--- src/rtl/mbox_pkg.sv ---
package mbox_pkg;
  localparam int WORD_W = 32;
  localparam int CODE_W = 8;
  localparam int IOC_BIT = 8;

  localparam logic [7:0] OFS_CMD  = 8'h00;
  localparam logic [7:0] OFS_STAT = 8'h04;
  localparam logic [7:0] OFS_SRC  = 8'h08;
  localparam logic [7:0] OFS_DST  = 8'h0C;
  localparam logic [7:0] OFS_WBUF = 8'h80;
  localparam logic [7:0] OFS_RBUF = 8'h90;

  typedef struct packed {
    logic [7:0]        zero_hi;
    logic [CODE_W-1:0] ecode;
    logic [7:0]        init_id;
    logic [3:0]        sub_id;
    logic              zero_b3;
    logic              ovr;
    logic              err;
    logic              busy;
  } stat_t;
endpackage

--- src/rtl/mbox_buf.sv ---
module mbox_buf #(
  parameter int WORDS = 4,
  parameter int W     = 32,
  localparam int IDX_W = (WORDS > 1) ? $clog2(WORDS) : 1
) (
  input  logic             clk,
  input  logic             rst_n,
  input  logic             we,
  input  logic [IDX_W-1:0] widx,
  input  logic [W-1:0]     wdata,
  input  logic [IDX_W-1:0] ridx,
  output logic [W-1:0]     rdata
);
  logic [W-1:0] mem [WORDS];
  logic [WORDS-1:0] wen;

  for (genvar g = 0; g < WORDS; g++) begin : g_word
    always_comb wen[g] = we && (widx == IDX_W'(g));

    always_ff @(posedge clk or negedge rst_n) begin
      if (!rst_n)      mem[g] <= '0;
      else if (wen[g]) mem[g] <= wdata;
    end
  end

  assign rdata = mem[ridx];

  // a written word reads back through this port one cycle later
  a_r5_write_lands: assert property (@(posedge clk) disable iff (!rst_n)
    (we && ridx == widx) |=> (rdata == $past(wdata) || ridx != $past(widx) || we));
endmodule

--- src/rtl/mbox_ctrl.sv ---
module mbox_ctrl
  import mbox_pkg::*;
(
  input  logic              clk,
  input  logic              rst_n,
  input  logic              cmd_wr,
  input  logic [WORD_W-1:0] cmd_wdata,
  input  logic              done_i,
  input  logic              err_i,
  input  logic [CODE_W-1:0] ecode_i,
  output logic              busy_o,
  output logic              err_o,
  output logic              ovr_o,
  output logic [CODE_W-1:0] ecode_o,
  output logic [WORD_W-1:0] cmd_o,
  output logic              doorbell_o,
  output logic              irq_o
);
  logic busy_q, busy_n, ovr_q, ovr_n, err_q, db_q, irq_q, irq_n;
  logic [CODE_W-1:0] ecode_q;
  logic [WORD_W-1:0] cmd_q;
  logic accept, finish;

  always_comb begin
    accept = cmd_wr && !busy_q;
    finish = done_i && busy_q;
    busy_n = busy_q;
    ovr_n  = ovr_q;
    if (cmd_wr && busy_q) ovr_n = 1'b1;
    if (accept) begin
      busy_n = 1'b1;
      ovr_n  = 1'b0;
    end
    if (finish) busy_n = 1'b0;
    irq_n = finish && cmd_q[IOC_BIT];
  end

  always_ff @(posedge clk or negedge rst_n) begin
    if (!rst_n) begin
      busy_q <= 1'b0;
      ovr_q  <= 1'b0;
      db_q   <= 1'b0;
      irq_q  <= 1'b0;
    end else begin
      busy_q <= busy_n;
      ovr_q  <= ovr_n;
      db_q   <= accept;
      irq_q  <= irq_n;
    end
  end

  always_ff @(posedge clk or negedge rst_n) begin
    if (!rst_n)      cmd_q <= '0;
    else if (accept) cmd_q <= cmd_wdata;
  end

  always_ff @(posedge clk or negedge rst_n) begin
    if (!rst_n) begin
      err_q   <= 1'b0;
      ecode_q <= '0;
    end else if (finish) begin
      err_q   <= err_i;
      ecode_q <= ecode_i;
    end
  end

  assign busy_o     = busy_q;
  assign err_o      = err_q;
  assign ovr_o      = ovr_q;
  assign ecode_o    = ecode_q;
  assign cmd_o      = cmd_q;
  assign doorbell_o = db_q;
  assign irq_o      = irq_q;

  a_r2_busy_rings: assert property (@(posedge clk) disable iff (!rst_n)
    $rose(busy_q) |-> db_q);
  a_r2_doorbell_busy: assert property (@(posedge clk) disable iff (!rst_n)
    db_q |-> busy_q);
  a_r3_drop_while_busy: assert property (@(posedge clk) disable iff (!rst_n)
    (cmd_wr && busy_q) |=> (!db_q && ovr_q && $stable(cmd_q)));
  a_r7_done_clears_busy: assert property (@(posedge clk) disable iff (!rst_n)
    (done_i && busy_q) |=> !busy_q);
  a_r7_idle_done_ignored: assert property (@(posedge clk) disable iff (!rst_n)
    (done_i && !busy_q && !cmd_wr) |=> ($stable(err_q) && $stable(ecode_q) && !irq_q));
  a_r8_irq_single: assert property (@(posedge clk) disable iff (!rst_n)
    irq_q |=> !irq_q);
endmodule

--- src/rtl/mbox_doorbell.sv ---
module mbox_doorbell
  import mbox_pkg::*;
#(
  parameter int         BUF_WORDS = 4,
  parameter logic [7:0] INIT_ID   = 8'h5A,
  localparam int IDX_W = (BUF_WORDS > 1) ? $clog2(BUF_WORDS) : 1,
  localparam int AW    = IDX_W + 2
) (
  input  logic              clk,
  input  logic              rst_n,
  input  logic              h_wr,
  input  logic [3:0]        h_wstrb,
  input  logic [7:0]        h_addr,
  input  logic [WORD_W-1:0] h_wdata,
  input  logic              h_rd_byte,
  output logic [WORD_W-1:0] h_rdata,
  output logic              doorbell,
  output logic              irq_done,
  output logic [WORD_W-1:0] c_cmd,
  output logic [WORD_W-1:0] c_src,
  output logic [WORD_W-1:0] c_dst,
  input  logic [IDX_W-1:0]  c_pidx,
  output logic [WORD_W-1:0] c_pdata,
  input  logic              c_rwr,
  input  logic [IDX_W-1:0]  c_ridx,
  input  logic [WORD_W-1:0] c_rwdata,
  input  logic              c_done,
  input  logic              c_err,
  input  logic [CODE_W-1:0] c_ecode
);
  logic full_wr, wr_cmd, wr_src, wr_dst, wr_wbuf, hit_rbuf;
  logic busy, err, ovr;
  logic [CODE_W-1:0] ecode;
  logic [WORD_W-1:0] src_q, dst_q, rb_word;
  logic [7:0] rb_byte;
  stat_t stat;

  always_comb begin
    full_wr  = h_wr && (h_wstrb == 4'hF) && (h_addr[1:0] == 2'b00);
    wr_cmd   = full_wr && (h_addr == OFS_CMD);
    wr_src   = full_wr && (h_addr == OFS_SRC);
    wr_dst   = full_wr && (h_addr == OFS_DST);
    wr_wbuf  = full_wr && (h_addr[7:AW] == OFS_WBUF[7:AW]);
    hit_rbuf = (h_addr[7:AW] == OFS_RBUF[7:AW]);
  end

  always_ff @(posedge clk or negedge rst_n) begin
    if (!rst_n)      src_q <= '0;
    else if (wr_src) src_q <= h_wdata;
  end

  always_ff @(posedge clk or negedge rst_n) begin
    if (!rst_n)      dst_q <= '0;
    else if (wr_dst) dst_q <= h_wdata;
  end

  mbox_ctrl u_ctrl (
    .clk(clk), .rst_n(rst_n),
    .cmd_wr(wr_cmd), .cmd_wdata(h_wdata),
    .done_i(c_done), .err_i(c_err), .ecode_i(c_ecode),
    .busy_o(busy), .err_o(err), .ovr_o(ovr), .ecode_o(ecode),
    .cmd_o(c_cmd), .doorbell_o(doorbell), .irq_o(irq_done)
  );

  mbox_buf #(.WORDS(BUF_WORDS), .W(WORD_W)) u_pbuf (
    .clk(clk), .rst_n(rst_n),
    .we(wr_wbuf), .widx(h_addr[AW-1:2]), .wdata(h_wdata),
    .ridx(c_pidx), .rdata(c_pdata)
  );

  mbox_buf #(.WORDS(BUF_WORDS), .W(WORD_W)) u_rbuf (
    .clk(clk), .rst_n(rst_n),
    .we(c_rwr), .widx(c_ridx), .wdata(c_rwdata),
    .ridx(h_addr[AW-1:2]), .rdata(rb_word)
  );

  always_comb begin
    stat.zero_hi = '0;
    stat.ecode   = ecode;
    stat.init_id = INIT_ID;
    stat.sub_id  = c_cmd[15:12];
    stat.zero_b3 = 1'b0;
    stat.ovr     = ovr;
    stat.err     = err;
    stat.busy    = busy;
    rb_byte = 8'(rb_word >> {h_addr[1:0], 3'b000});
    if (h_addr == OFS_STAT)  h_rdata = stat;
    else if (hit_rbuf)       h_rdata = h_rd_byte ? {24'h0, rb_byte} : rb_word;
    else                     h_rdata = '0;
  end

  assign c_src = src_q;
  assign c_dst = dst_q;

  a_r9_ptr_hold: assert property (@(posedge clk) disable iff (!rst_n)
    !(h_wr && h_addr == OFS_SRC) |=> $stable(c_src));
  a_r6_stat_zero_bits: assert property (@(posedge clk) disable iff (!rst_n)
    (h_addr == OFS_STAT) |-> (h_rdata[31:24] == 8'h00 && !h_rdata[3]));
endmodule

--- config.mk ---
export PLATFORM = sky130hd
export DESIGN_NAME = mbox_doorbell
export DESIGN_NICKNAME = d
export VERILOG_FILES = /design/src/rtl/mbox_pkg.sv /design/src/rtl/mbox_buf.sv /design/src/rtl/mbox_ctrl.sv /design/src/rtl/mbox_doorbell.sv
export SDC_FILE = /design/constraint.sdc
export NUM_CORES = 1
export LEC_CHECK = 0
export BUFFER_PORTS_ARGS = -buffer_cell sky130_fd_sc_hd__clkbuf_2
export CELL_PAD_IN_SITES_DETAIL_PLACEMENT = 0
export CELL_PAD_IN_SITES_GLOBAL_PLACEMENT = 1
export CORE_MARGIN = 2
export CORE_UTILIZATION = 46
export CTS_CLUSTER_DIAMETER = 120
export CTS_CLUSTER_SIZE = 10
export DETAILED_ROUTE_END_ITERATION = 7
export PLACE_DENSITY = 0.81
export SKIP_CTS_REPAIR_TIMING = 1
export SYNTH_ARGS = -nofsm -noshare
export SYNTH_HDL_FRONTEND = slang
export SYNTH_SLANG_ARGS = --single-unit
export TNS_END_PERCENT = 30
--- constraint.sdc ---
create_clock -name clk -period 3.3 [get_ports clk]
set_clock_uncertainty 0.1 [all_clocks]
set_input_delay 0.165 -clock clk [delete_from_list [all_inputs] [get_ports clk]]
set_output_delay 0.165 -clock clk [all_outputs]
set_load 0.05 [all_outputs]
Word level (Yosys, flattened, before mapping)
Cells that the tools add are included.
{"block": "classes", "mux": 13, "shift": 1, "n_bitwise": 2, "eq_ne": 12, "n_lt_le_gt_ge": 2, "n_reduce_logical": 25}
{"cell": "$mux 32", "n": 7}
{"cell": "$bmux 32 s2", "n": 2}
{"cell": "$shr 32x5->8", "n": 1}
{"cell": "$logic_and 1x1->1", "n": 18}
{"cell": "$eq 8x4->1 const B", "n": 2}
{"cell": "$eq 4x4->1 const B", "n": 3}
{"cell": "$eq 2x2->1 const B", "n": 4}
{"cell": "$eq 8x3->1 const B", "n": 1}
{"cell": "$logic_not 8->1", "n": 1}
{"cell": "$ge 3x3->1 const B", "n": 2}
{"cell": "$logic_not 2->1", "n": 3}
{"cell": "$not 2->3", "n": 2}
{"cell": "$eq 2x1->1 const B", "n": 2}
{"cell": "$mux 1", "n": 4}
{"cell": "$reduce_bool 2->1", "n": 2}
{"cell": "$logic_not 1->1", "n": 1}
{"block": "totals", "regBits": 365, "wordCells": 72}

Logic depth before layout (Yosys ltp)
Gate-level depths: netlist (run 1).
{"block": "depth", "word_depth": 8, "depth_mapped": 7, "ltp_nobuf": 4}

Cells and area by module
From an unflattened synthesis (run 1), not the netlist that was laid out.
{"block": "unflattened", "hier_cells": 938, "area_unflattened_um2": 15791.4}
{"module": "mbox_buf", "area_per_inst_um2": 5504.0, "cells_each": 311, "n_inst": 2}
{"module": "mbox_doorbell", "area_per_inst_um2": 3006.6, "cells_each": 220, "n_inst": 1}
{"module": "mbox_ctrl", "area_per_inst_um2": 1776.7, "cells_each": 96, "n_inst": 1}

Worst setup path before layout (run 1)
Ideal clock, no wire load.
{"block": "synth_path", "path_type": "in2out", "from": "input h_addr[5]", "to": "output h_rdata[6]", "slack_ns": 0.475, "t_arrival_ns": 2.560, "path_buffers": 0, "path_stages": 4, "required_time_ns": 3.035, "cell_sequence": "or3b_2 > nor2_1 > nand2_1 > a311oi_1"}
{"block": "synth_via", "elab_chain_cells": 3}
{"element": "start, declared", "line_no": "mbox_doorbell.sv:13", "rtl": "input logic [7:0] h_addr,"}
{"element": "$eq 4x4->1", "line_no": "mbox_doorbell.sv:44", "rtl": "hit_rbuf = (h_addr[7:AW] == OFS_RBUF[7:AW]);"}
{"element": "$mux 32", "line_no": "mbox_doorbell.sv:88", "rtl": "else if (hit_rbuf) h_rdata = h_rd_byte ? {24'h0, rb_byte} : rb_word;"}
{"element": "$mux 32 *", "line_no": "mbox_doorbell.sv:87", "rtl": "if (h_addr == OFS_STAT) h_rdata = stat;"}
{"element": "end, declared", "line_no": "mbox_doorbell.sv:16", "rtl": "output logic [WORD_W-1:0] h_rdata,"}
Every way passes the cells marked *; elsewhere a longest branch is shown, timed or not.

Final worst setup path (run 1)
{"block": "layout_path", "from": "input h_addr[7]", "to": "output h_rdata[1]"}
The elaborated chain is that of the path after synthesis.

==> results of run 1 <==
-- sequential cells by signal, indices dropped and copies added (netlist names) --
name,flops
u_pbuf.mem,128
u_rbuf.mem,128
c_dst,32
c_src,32
u_ctrl.cmd_o,32
u_ctrl.ecode_o,8
u_ctrl.busy_o,1
u_ctrl.doorbell_o,1
u_ctrl.err_o,1
u_ctrl.irq_o,1
u_ctrl.ovr_o,1
-- final timing paths --
path,from,to,depth (start not counted)
max in group asynchronous,rst_n,u_rbuf.mem[122]$_DFFE_PN0P_,3
max reg2reg,u_ctrl.busy_o$_DFFE_PN0P_,u_ctrl.cmd_o[31]$_DFFE_PN0P_,3
min in group asynchronous,rst_n,u_ctrl.cmd_o[5]$_DFFE_PN0P_,2
min reg2reg,u_pbuf.mem[14]$_DFFE_PN0P_,u_pbuf.mem[14]$_DFFE_PN0P_,1
min,h_wstrb[1],u_ctrl.doorbell_o$_DFF_PN0_,5
max,h_addr[7],h_rdata[1],7
-- final cells by class --
| type | count | area (µm²) |
|---|---|---|
| multi-input cells | 568 | 6540 |
| clock inverters | 3 | 36.3 |
| flip-flops and latches | 365 | 9130 |
| diodes | 2 | 5.00 |
| repair buffers | 361 | 2630 |
| clock buffers | 43 | 1080 |
| fillers | 2751 | 14500 |
| inverters | 2 | 7.51 |
| well taps | 455 | 569 |
-- layout by cell type (no fill, tap or decap), drive strengths merged, types with 5 or more instances in the layout --
cell and n:
o311a 5, nor2b 7, mux2i 10, clkbuf 279
nor2 20, buf 48, dlygate4sd3 77, mux4 66
nand2 26, a22o 8, nand3 6, dfrtp 365
and2 8, mux2 366, a211oi 10, a311oi 5
-- stage by stage --
stage | cell area (µm²) | utilization
2_1_floorplan | 16000 | -
3_3_place_gp | 18100 | 0.526
3_5_place_dp | 18100 | 0.526
4_1_cts | 19200 | 0.558
5_1_grt | 20000 | 0.580
6_report | 20000 | 0.580
-- synth_stat cells, types with 3 or more instances --
| library cell | count | share of area |
|---|---|---|
| a211oi_1 | 10 | 0.0047 |
| a21o_1 | 4 | 0.0019 |
| a21oi_1 | 4 | 0.0012 |
| a22o_1 | 8 | 0.0044 |
| a311oi_1 | 5 | 0.0027 |
| and2_1 | 8 | 0.0031 |
| buf_1 | 14 | 0.0033 |
| buf_2 | 15 | 0.0047 |
| buf_6 | 15 | 0.011 |
| clkbuf_1 | 14 | 0.0033 |
| dfrtp_1 | 365 | 0.57 |
| mux2_1 | 8 | 0.0056 |
| mux2_2 | 358 | 0.25 |
| mux2i_1 | 10 | 0.0062 |
| mux4_2 | 66 | 0.093 |
| nand2_1 | 26 | 0.0061 |
| nand3_1 | 4 | 0.0012 |
| nand3b_1 | 3 | 0.0014 |
| nor2_1 | 20 | 0.0047 |
| nor2b_1 | 7 | 0.0027 |
| o311a_1 | 5 | 0.0031 |
-- tightest hold or removal path, delay by kind of cell --
| kind | cells | cell delay, ps |
|---|---|---|
| buffers and inverters | 1 | 80 |
| AND/OR/NAND/NOR | 4 | 380 |
-- power groups by stage --
stage	clock (mW)	combinational, mW	sequential, mW
finish	3.99	1.15	4.99
global route	4.30	1.24	5.02
CTS	4.11	1.09	4.98
detailed placement	0	1.08	5.05
global placement	0	1.06	5.03
floorplan	0	0.671	5.00
-- layer usage --
layer	global-route usage	part of all wire	vias up	routed length, µm
li1	-	-	4381	-
met1	0.285	0.43	5250	16800
met2	0.357	0.50	261	19400
met3	0.0420	0.046	55	1760
met4	0.0555	0.020	0	766
met5	0	0	-	0
-- cell families after synthesis --
family                 after synthesis
DFF                                365
and+or+nand+nor                     82
muxes                              442
buffers and inverters               61
AOI/OAI and AO/OA                   44
==> results.cfg, run 1 <==
[floorplan]
die_x_um = 191
initial_core_util = 0.465
die_area_um2 = 36300
pin_count = 257
die_height_um = 191
row_count = 68
design.core.area_um2 = 34500

[synth]
synthFlopType = dfrtp_1
synth_xor_xnor_area_share = 0
synth.avg_cell_area_um2 = 16.1
synth_compound_area_frac = 0.0218
yosys_warnings = 0
synth_top_family_by_area = multiplexers
synth_edf_count = 0
seq_area_frac_synth = 0.570
ys_seq_elements = 365
synth_cell_types = 43
yosys.area_share.simple = 0.0291
yosys.area_share.adder = 0
synth_cells = 994
async_reset_ff_frac = 1.00
syn_area_um2 = 16000
synth.area.mux_share = 0.356
syn_nets = 1089

[worst_hold_path]
hold_class = primary input to flop

[power_and_ir_drop]
combinationalPowerShare = 0.114
power_density_nw_per_um2 = 506
p_total_mw = 10.1
intPower_mw = 7.71
ir_worst_vdd_v = 0.000479
switching_power_mw = 2.41
seqPwrFrac = 0.493
p_clk_frac = 0.394
swShare = 0.238
power.leakage_nw = 9.83

[setup_path]
critPathTopFamily = simple AND/OR/NAND/NOR gates
path_cells = dlygate4sd3_1 -> clkbuf_2 -> or3b_2 -> nor2_1 -> nand2_1 -> a311oi_1 -> buf_12
slowest_delay_ps = 650
crit_arrival_ps = 2860
crit_required_ps = 3030
crit_fanout = 6
critPathLaunchType = primary input
endpoint_kind = output port
ff2ff_setup_slack_ps = 1390
crit_slowest_cell = a311oi_1
cp.buffers_inverters = 3
crit_type = primary input to output port

[drt]
first_iter_violations = 447
drtAntennaViolNets = 0
drc = 0
drt_wl_total_um = 38700
vias = 9947
wl_per_cell_um = 21.5
first_pass_iters = 4
vias_per_cell = 5.53

[clocking]
cts_root_buf = clkbuf_16
cts_tree = done
clk_pin_slew_worst_paths_ps = 50
clk_latency_ps = 540
clk_path_buf_depth = 3
htreeDepth = 2
cts_buffers = 42
cts_sinks = 365

[sta]
hold_viol = 0
tightest_slew_ps = 976
fin_ws_ps = 176
setup_viol_count_final = 0
grt_setup_unrepaired = false
whs_ps = 37.5
drv_slew = 0
relSlewSlack = 0.349
setup_tns_ps = 0
fin_crit_ps = 3120
max_freq_ghz = 0.320
fin_crit_sh = 0.947

[outcome]
status = finished, final reports clean

[global_route]
grt_use_total = 0.213
grt_max_degree = 92
grt_pass1_wl_um = 59500
antenna_found_initial = 2
grt-ovfl-total = 0
grt_pass1_vias = 10300

[place]
pre_cts_ws_ps = 660
dp_hpwl_um = 25100
io_buffers = 256
dp_cells = 1674
gp_congestion = 0.799

[layout]
synthToLayoutAreaGrowth_pct = 24.8
drive_gt1_frac = 0.572
final_nets = 1435
final_cells = 1799

[job]
max-cap-violations = 0
(Power assumes the default switching activity.)
==> run 2: changes to the inputs <==
--- a/config.mk
+++ b/config.mk
@@ -10,3 +10,2 @@
 export CELL_PAD_IN_SITES_GLOBAL_PLACEMENT = 1
-export CORE_MARGIN = 2
 export CORE_UTILIZATION = 46
--- a/constraint.sdc
+++ b/constraint.sdc
@@ -4,2 +4,2 @@
 set_output_delay 0.165 -clock clk [all_outputs]
-set_load 0.05 [all_outputs]
+set_load 0.02 [all_outputs]
==> run 2 against run 1 <==
  * Sequential share of layout area is 0.74 points higher
  * Fmax is 0.35% higher
  * Register-to-register slack better by 300 ps
  * Critical path depth is 1 higher
  * Sequential power hardly changed
  * Routed wire length is 1.6% lower
  * Critical endpoint is now h_rdata[5]
  * Highest routed layer is now met5
==> results.cfg, run 2 (synthesis gave the netlist of run 1 again) <==
[outcome]
status = finished, final reports clean

[floorplan]
design.core.area_um2 = 33900
row_count = 67
die_height_um = 189
pin_count = 257
die_x_um = 189
die_area_um2 = 35600
initial_core_util = 0.473

[layout]
multiInputGateArea_um2 = 6530
synthToLayoutAreaGrowth_pct = 22.9
top_regs = u_pbuf.mem: 128 flops, u_rbuf.mem: 128 flops
final_cell_area_um2 = 19700
drive_gt1_frac = 0.569
final_cells = 1789
register_area_um2 = 9130
final_nets = 1433
fillers = 2710
final_common_cell = dfrtp_1
post-route-util = 0.581
final_cell_mix = dfrtp_1, mux2_2, clkbuf_2, dlygate4sd3_1, mux4_2

[drt]
drtAntennaViolNets = 0
wl_per_cell_um = 21.3
vias_per_cell = 5.58
drc = 0
first_iter_violations = 513
vias = 9978
first_pass_iters = 6
drt_wl_total_um = 38100

[place]
dp_hpwl_um = 24600
io_buffers = 256
dpl_cell_area_um2 = 17800
gp_congestion = 0.739
dp_cells = 1665
pre_cts_ws_ps = 628

[setup_path]
crit_fanout = 11
crit_arrival_ps = 2850
slowest_delay_ps = 540
ff2ff_setup_slack_ps = 1690
crit_required_ps = 3030
cpMostUsedCell = clkbuf_2
critPathLaunchType = primary input
reg2reg_depth = 3
path_cells = dlygate4sd3_1 -> clkbuf_2 -> or4_4 -> nor4b_4 -> buf_4 -> nand2_1 -> a311oi_1 -> clkbuf_2
r2r_end = u_ctrl.cmd_o[15]$_DFFE_PN0P_
crit_path_start = h_addr[6]
endpoint_kind = output port
reg2reg_from = u_ctrl.busy_o$_DFFE_PN0P_
crit_type = primary input to output port
crit_slowest_cell = dlygate4sd3_1

[clocking]
cts_buffers = 42
clk_latency_ps = 520
cts_root_buf = clkbuf_16
cts_sinks = 365
clk_path_buf_depth = 3
clk_pin_slew_worst_paths_ps = 50
htreeDepth = 2
cts_tree = done

[global_route]
grt_pass1_vias = 10300
grt_max_degree = 93
antenna_found_initial = 2
grt-ovfl-total = 0
grt_pass1_wl_um = 59500
grt_use_total = 0.215

[worst_hold_path]
hold_class = primary input to flop
hold_start = h_wstrb[1]
hold_end = u_ctrl.doorbell_o$_DFF_PN0_
hold_depth = 5

[sta]
relSlewSlack = 0.336
hold_viol = 0
fin_crit_sh = 0.944
max_freq_ghz = 0.321
setup_viol_count_final = 0
setup_tns_ps = 0
drv_slew = 0
fin_ws_ps = 186
whs_ps = 40.2
grt_setup_unrepaired = false
tightest_slew_ps = 995
fin_crit_ps = 3110

[power_and_ir_drop]
p_total_mw = 10.0
power.leakage_nw = 9.74
ir_worst_vdd_v = 0.000372
power_density_nw_per_um2 = 510

[job]
max-cap-violations = 0
run 2: cell count changes in the layout (fill, tap and decap cells not counted):
cell,previous run,this run
inv_16,1,0
nand2_1,22,25
diode_2,2,1
buf_4,22,20
buf_12,25,6
clkbuf_2,236,255
clkbuf_16,43,42
nand2_2,4,1
clkinv_16,0,1
clkinv_8,0,1
run 2: power breakdown:
group,internal [mW],switching [mW],total (mW)
Sequential,4.80,0.187,4.98
Combinational,0.595,0.496,1.09
Clock,2.26,1.71,3.97
Total,7.65,2.39,10.0
run 2: worst max path at each step:
stage | to | depth (start not counted) | slack [ps]
floorplan | h_rdata[25] | 6 | 1140
global placement | h_rdata[5] | 7 | 710
detailed placement | h_rdata[5] | 7 | 630
CTS | h_rdata[5] | 7 | 640
global route | h_rdata[5] | 8 | 20
finish | h_rdata[5] | 8 | 190
run 2: critical path: cells and delay by family:
kind	cells	cell delay, ps
compound gates	1	410
simple gates	3	1090
buf+inv	4	1190
run 2: layout make-up:
class / count / area share
antenna: 1 / 0.000127
clock buffer: 42 / 0.0534
clock inverter: 4 / 0.00318
inverter: 2 / 0.000381
multi-input combinational: 568 / 0.332
sequential: 365 / 0.464
tap: 448 / 0.0285
timing repair buffer: 359 / 0.118
run 2: layer usage:
metal  global-route usage  up-vias  routed length [µm]
li1                     -     4379                   -
met1                0.289     5242               16600
met2                0.353      289               18500
met3               0.0445       66                2070
met4               0.0611        2                 977
met5                    0        -                  10
==> run 3: changes to the inputs <==
SYNTH_HIERARCHICAL = 1   (was unset)
==> run 3 against run 2 <==
  * Critical path depth is 3 lower
  * Largest cell class unchanged
  * Global-route usage is 0.21 points higher
  * Count of clock-buffer cells in the layout increased by 1
  * Synthesized cell count down 5.6%
  * Sequential cell count stayed put
  * Sequential power barely moved
  * Via count is 3.5% lower
  * Fmax increased by 20%
  * First-iteration DRC count decreased by 15%
==> results.cfg, run 3 <==
[outcome]
status = finished, final reports clean

[synth]
synth.area.mux_share = 0.362
synth_edf_count = 0
syn_area_um2 = 15800
synth_xor_xnor_area_share = 0
synth.top_cells.by_area = dfrtp_1, mux2_2, mux4_2
yosysMostFrequentCell = dfrtp_1
yosys.area_share.adder = 0
syn_nets = 1033
synth_compound_area_frac = 0.0185
synthFlopType = dfrtp_1
netlist_top_cells_count = dfrtp_1, mux2_2, mux2_1, mux4_2, mux2_4
synth.top_cell.area_share = 0.578
yosys.area_share.simple = 0.0189
ys_seq_elements = 365
synth_cells = 938
seq_area_frac_synth = 0.578
synth_cell_types = 36
yosys_warnings = 6
yosys.area.top_type = dfrtp_1
async_reset_ff_frac = 1.00
synth_top_family_by_area = multiplexers
synth.avg_cell_area_um2 = 16.8

[setup_path]
crit_fanout = 2
crit_required_ps = 3030
path_cells = mux4_2 -> mux2_2 -> o32ai_1 -> o2bb2ai_1 -> clkbuf_2
slowest_delay_ps = 510
crit_arrival_ps = 2330
crit_type = flop to output port
critPathLaunchType = flop
crit_slowest_cell = mux4_2
endpoint_kind = output port

[layout]
final_cells = 1738
final_common_cell = dfrtp_1
top_regs = u_pbuf/mem: 128 flops, u_rbuf/mem: 128 flops
final_nets = 1380
synthToLayoutAreaGrowth_pct = 23.3
final_cell_area_um2 = 19500
post-route-util = 0.579
final_cell_mix = dfrtp_1, mux2_2, clkbuf_2, dlygate4sd3_1
drive_gt1_frac = 0.551

[sta]
fin_ws_ps = 703
relSlewSlack = 0.297
drv_slew = 0
whs_ps = 136
setup_viol_count_final = 0
setup_tns_ps = 0
fin_crit_sh = 0.787
fin_crit_ps = 2600
tightest_slew_ps = 1050
grt_setup_unrepaired = false
max_freq_ghz = 0.385
hold_viol = 0

[floorplan]
die_height_um = 187
die_x_um = 187
die_area_um2 = 35100
row_count = 67
initial_core_util = 0.470
pin_count = 257
design.core.area_um2 = 33600

[global_route]
grt_max_degree = 101
grt_pass1_vias = 10100
grt_pass1_wl_um = 58900
antenna_found_initial = 5
grt_use_total = 0.217
grt-ovfl-total = 0

[clocking]
clk_pin_slew_worst_paths_ps = 60
htreeDepth = 2
cts_buffers = 42
cts_root_buf = clkbuf_16
cts_tree = done
cts_sinks = 365
clk_path_buf_depth = 3
clk_latency_ps = 520

[power_and_ir_drop]
ir_worst_vdd_v = 0.000318
power_density_nw_per_um2 = 509
power.leakage_nw = 9.69
p_total_mw = 9.92

[worst_hold_path]
hold_class = primary input to flop

[job]
max-cap-violations = 0

[drt]
drc = 0
vias = 9628
drtAntennaViolNets = 0
wl_per_cell_um = 21.9
first_iter_violations = 436
vias_per_cell = 5.54
drt_wl_total_um = 38100
first_pass_iters = 4

[place]
io_buffers = 256
dp_cells = 1614
dp_hpwl_um = 24600
dpl_cell_area_um2 = 17600
pre_cts_ws_ps = 575
gp_congestion = 0.754
[run 3: cell count changes in the layout (fill, tap and decap cells not counted), moves of 6 or more]
cell	before	now
mux2i_1	10	1
a211oi_1	10	0
o2bb2ai_1	0	8
mux2_4	0	28
and2_1	8	2
nor2b_1	7	1
and3_1	1	14
o21ai_0	1	8
mux2_2	358	277
mux2_1	8	64
nor2_1	20	2
nand2_1	25	4
o32ai_1	0	7
[run 3: cells by family (layout without fill, tap and decap cells)]
group,after synthesis,in the layout
multiplexers,434,434
AND/OR/NAND/NOR,41,41
AO/OA/AOI/OAI,38,38
flip-flops,365,365
other,0,4
buffers and inverters,60,408
[run 3: layer usage]
| metal | global-route usage | routed length (µm) | up-vias |
|---|---|---|---|
| met5 | 0 | 17 | - |
| met4 | 0.0709 | 879 | 2 |
| met3 | 0.0454 | 2010 | 65 |
| met2 | 0.357 | 18800 | 299 |
| met1 | 0.288 | 16300 | 5076 |
| li1 | - | - | 4186 |
[run 3: final timing paths]
path                                            startpoint                       end  slack, ps  depth (start not counted)
worst max register to register   u_ctrl/busy_o$_DFFE_PN0P_  u_ctrl/err_o$_DFFE_PN0P_       1670                          2
min in group asynchronous                            rst_n     c_dst[27]$_DFFE_PN0P_        160                          2
max in group asynchronous                            rst_n     c_dst[16]$_DFFE_PN0P_       2060                          3
worst min-delay path                             h_addr[5]  u_ctrl/ovr_o$_DFFE_PN0P_        140                          4
worst min register to register       c_dst[10]$_DFFE_PN0P_     c_dst[10]$_DFFE_PN0P_        380                          1
worst max-delay path            u_rbuf/mem[63]$_DFFE_PN0P_                h_rdata[7]        700                          5
[run 3: area by class of cell]
| cell class | count | area (µm²) |
|---|---|---|
| Antenna cell | 4 | 10.0 |
| Clock buffer | 43 | 1080 |
| Clock inverter | 2 | 16.3 |
| Fill cell | 2656 | 14100 |
| Inverter | 2 | 7.51 |
| Multi-Input combinational cell | 513 | 6330 |
| Sequential cell | 365 | 9130 |
| Tap cell | 448 | 561 |
| Timing Repair Buffer | 361 | 2340 |
[run 3: report_power, final]
part / switching, mW / internal (mW)
Clock: 1.65 / 2.28
Sequential: 0.154 / 4.79
Combinational: 0.472 / 0.565
[run 3: worst max-delay path, delay by kind of cell (launching register included)]
kind            cells  cell delay, ps
compound gates      2             450
buf+inv             1             180
flops               1             390
mux                 2             800
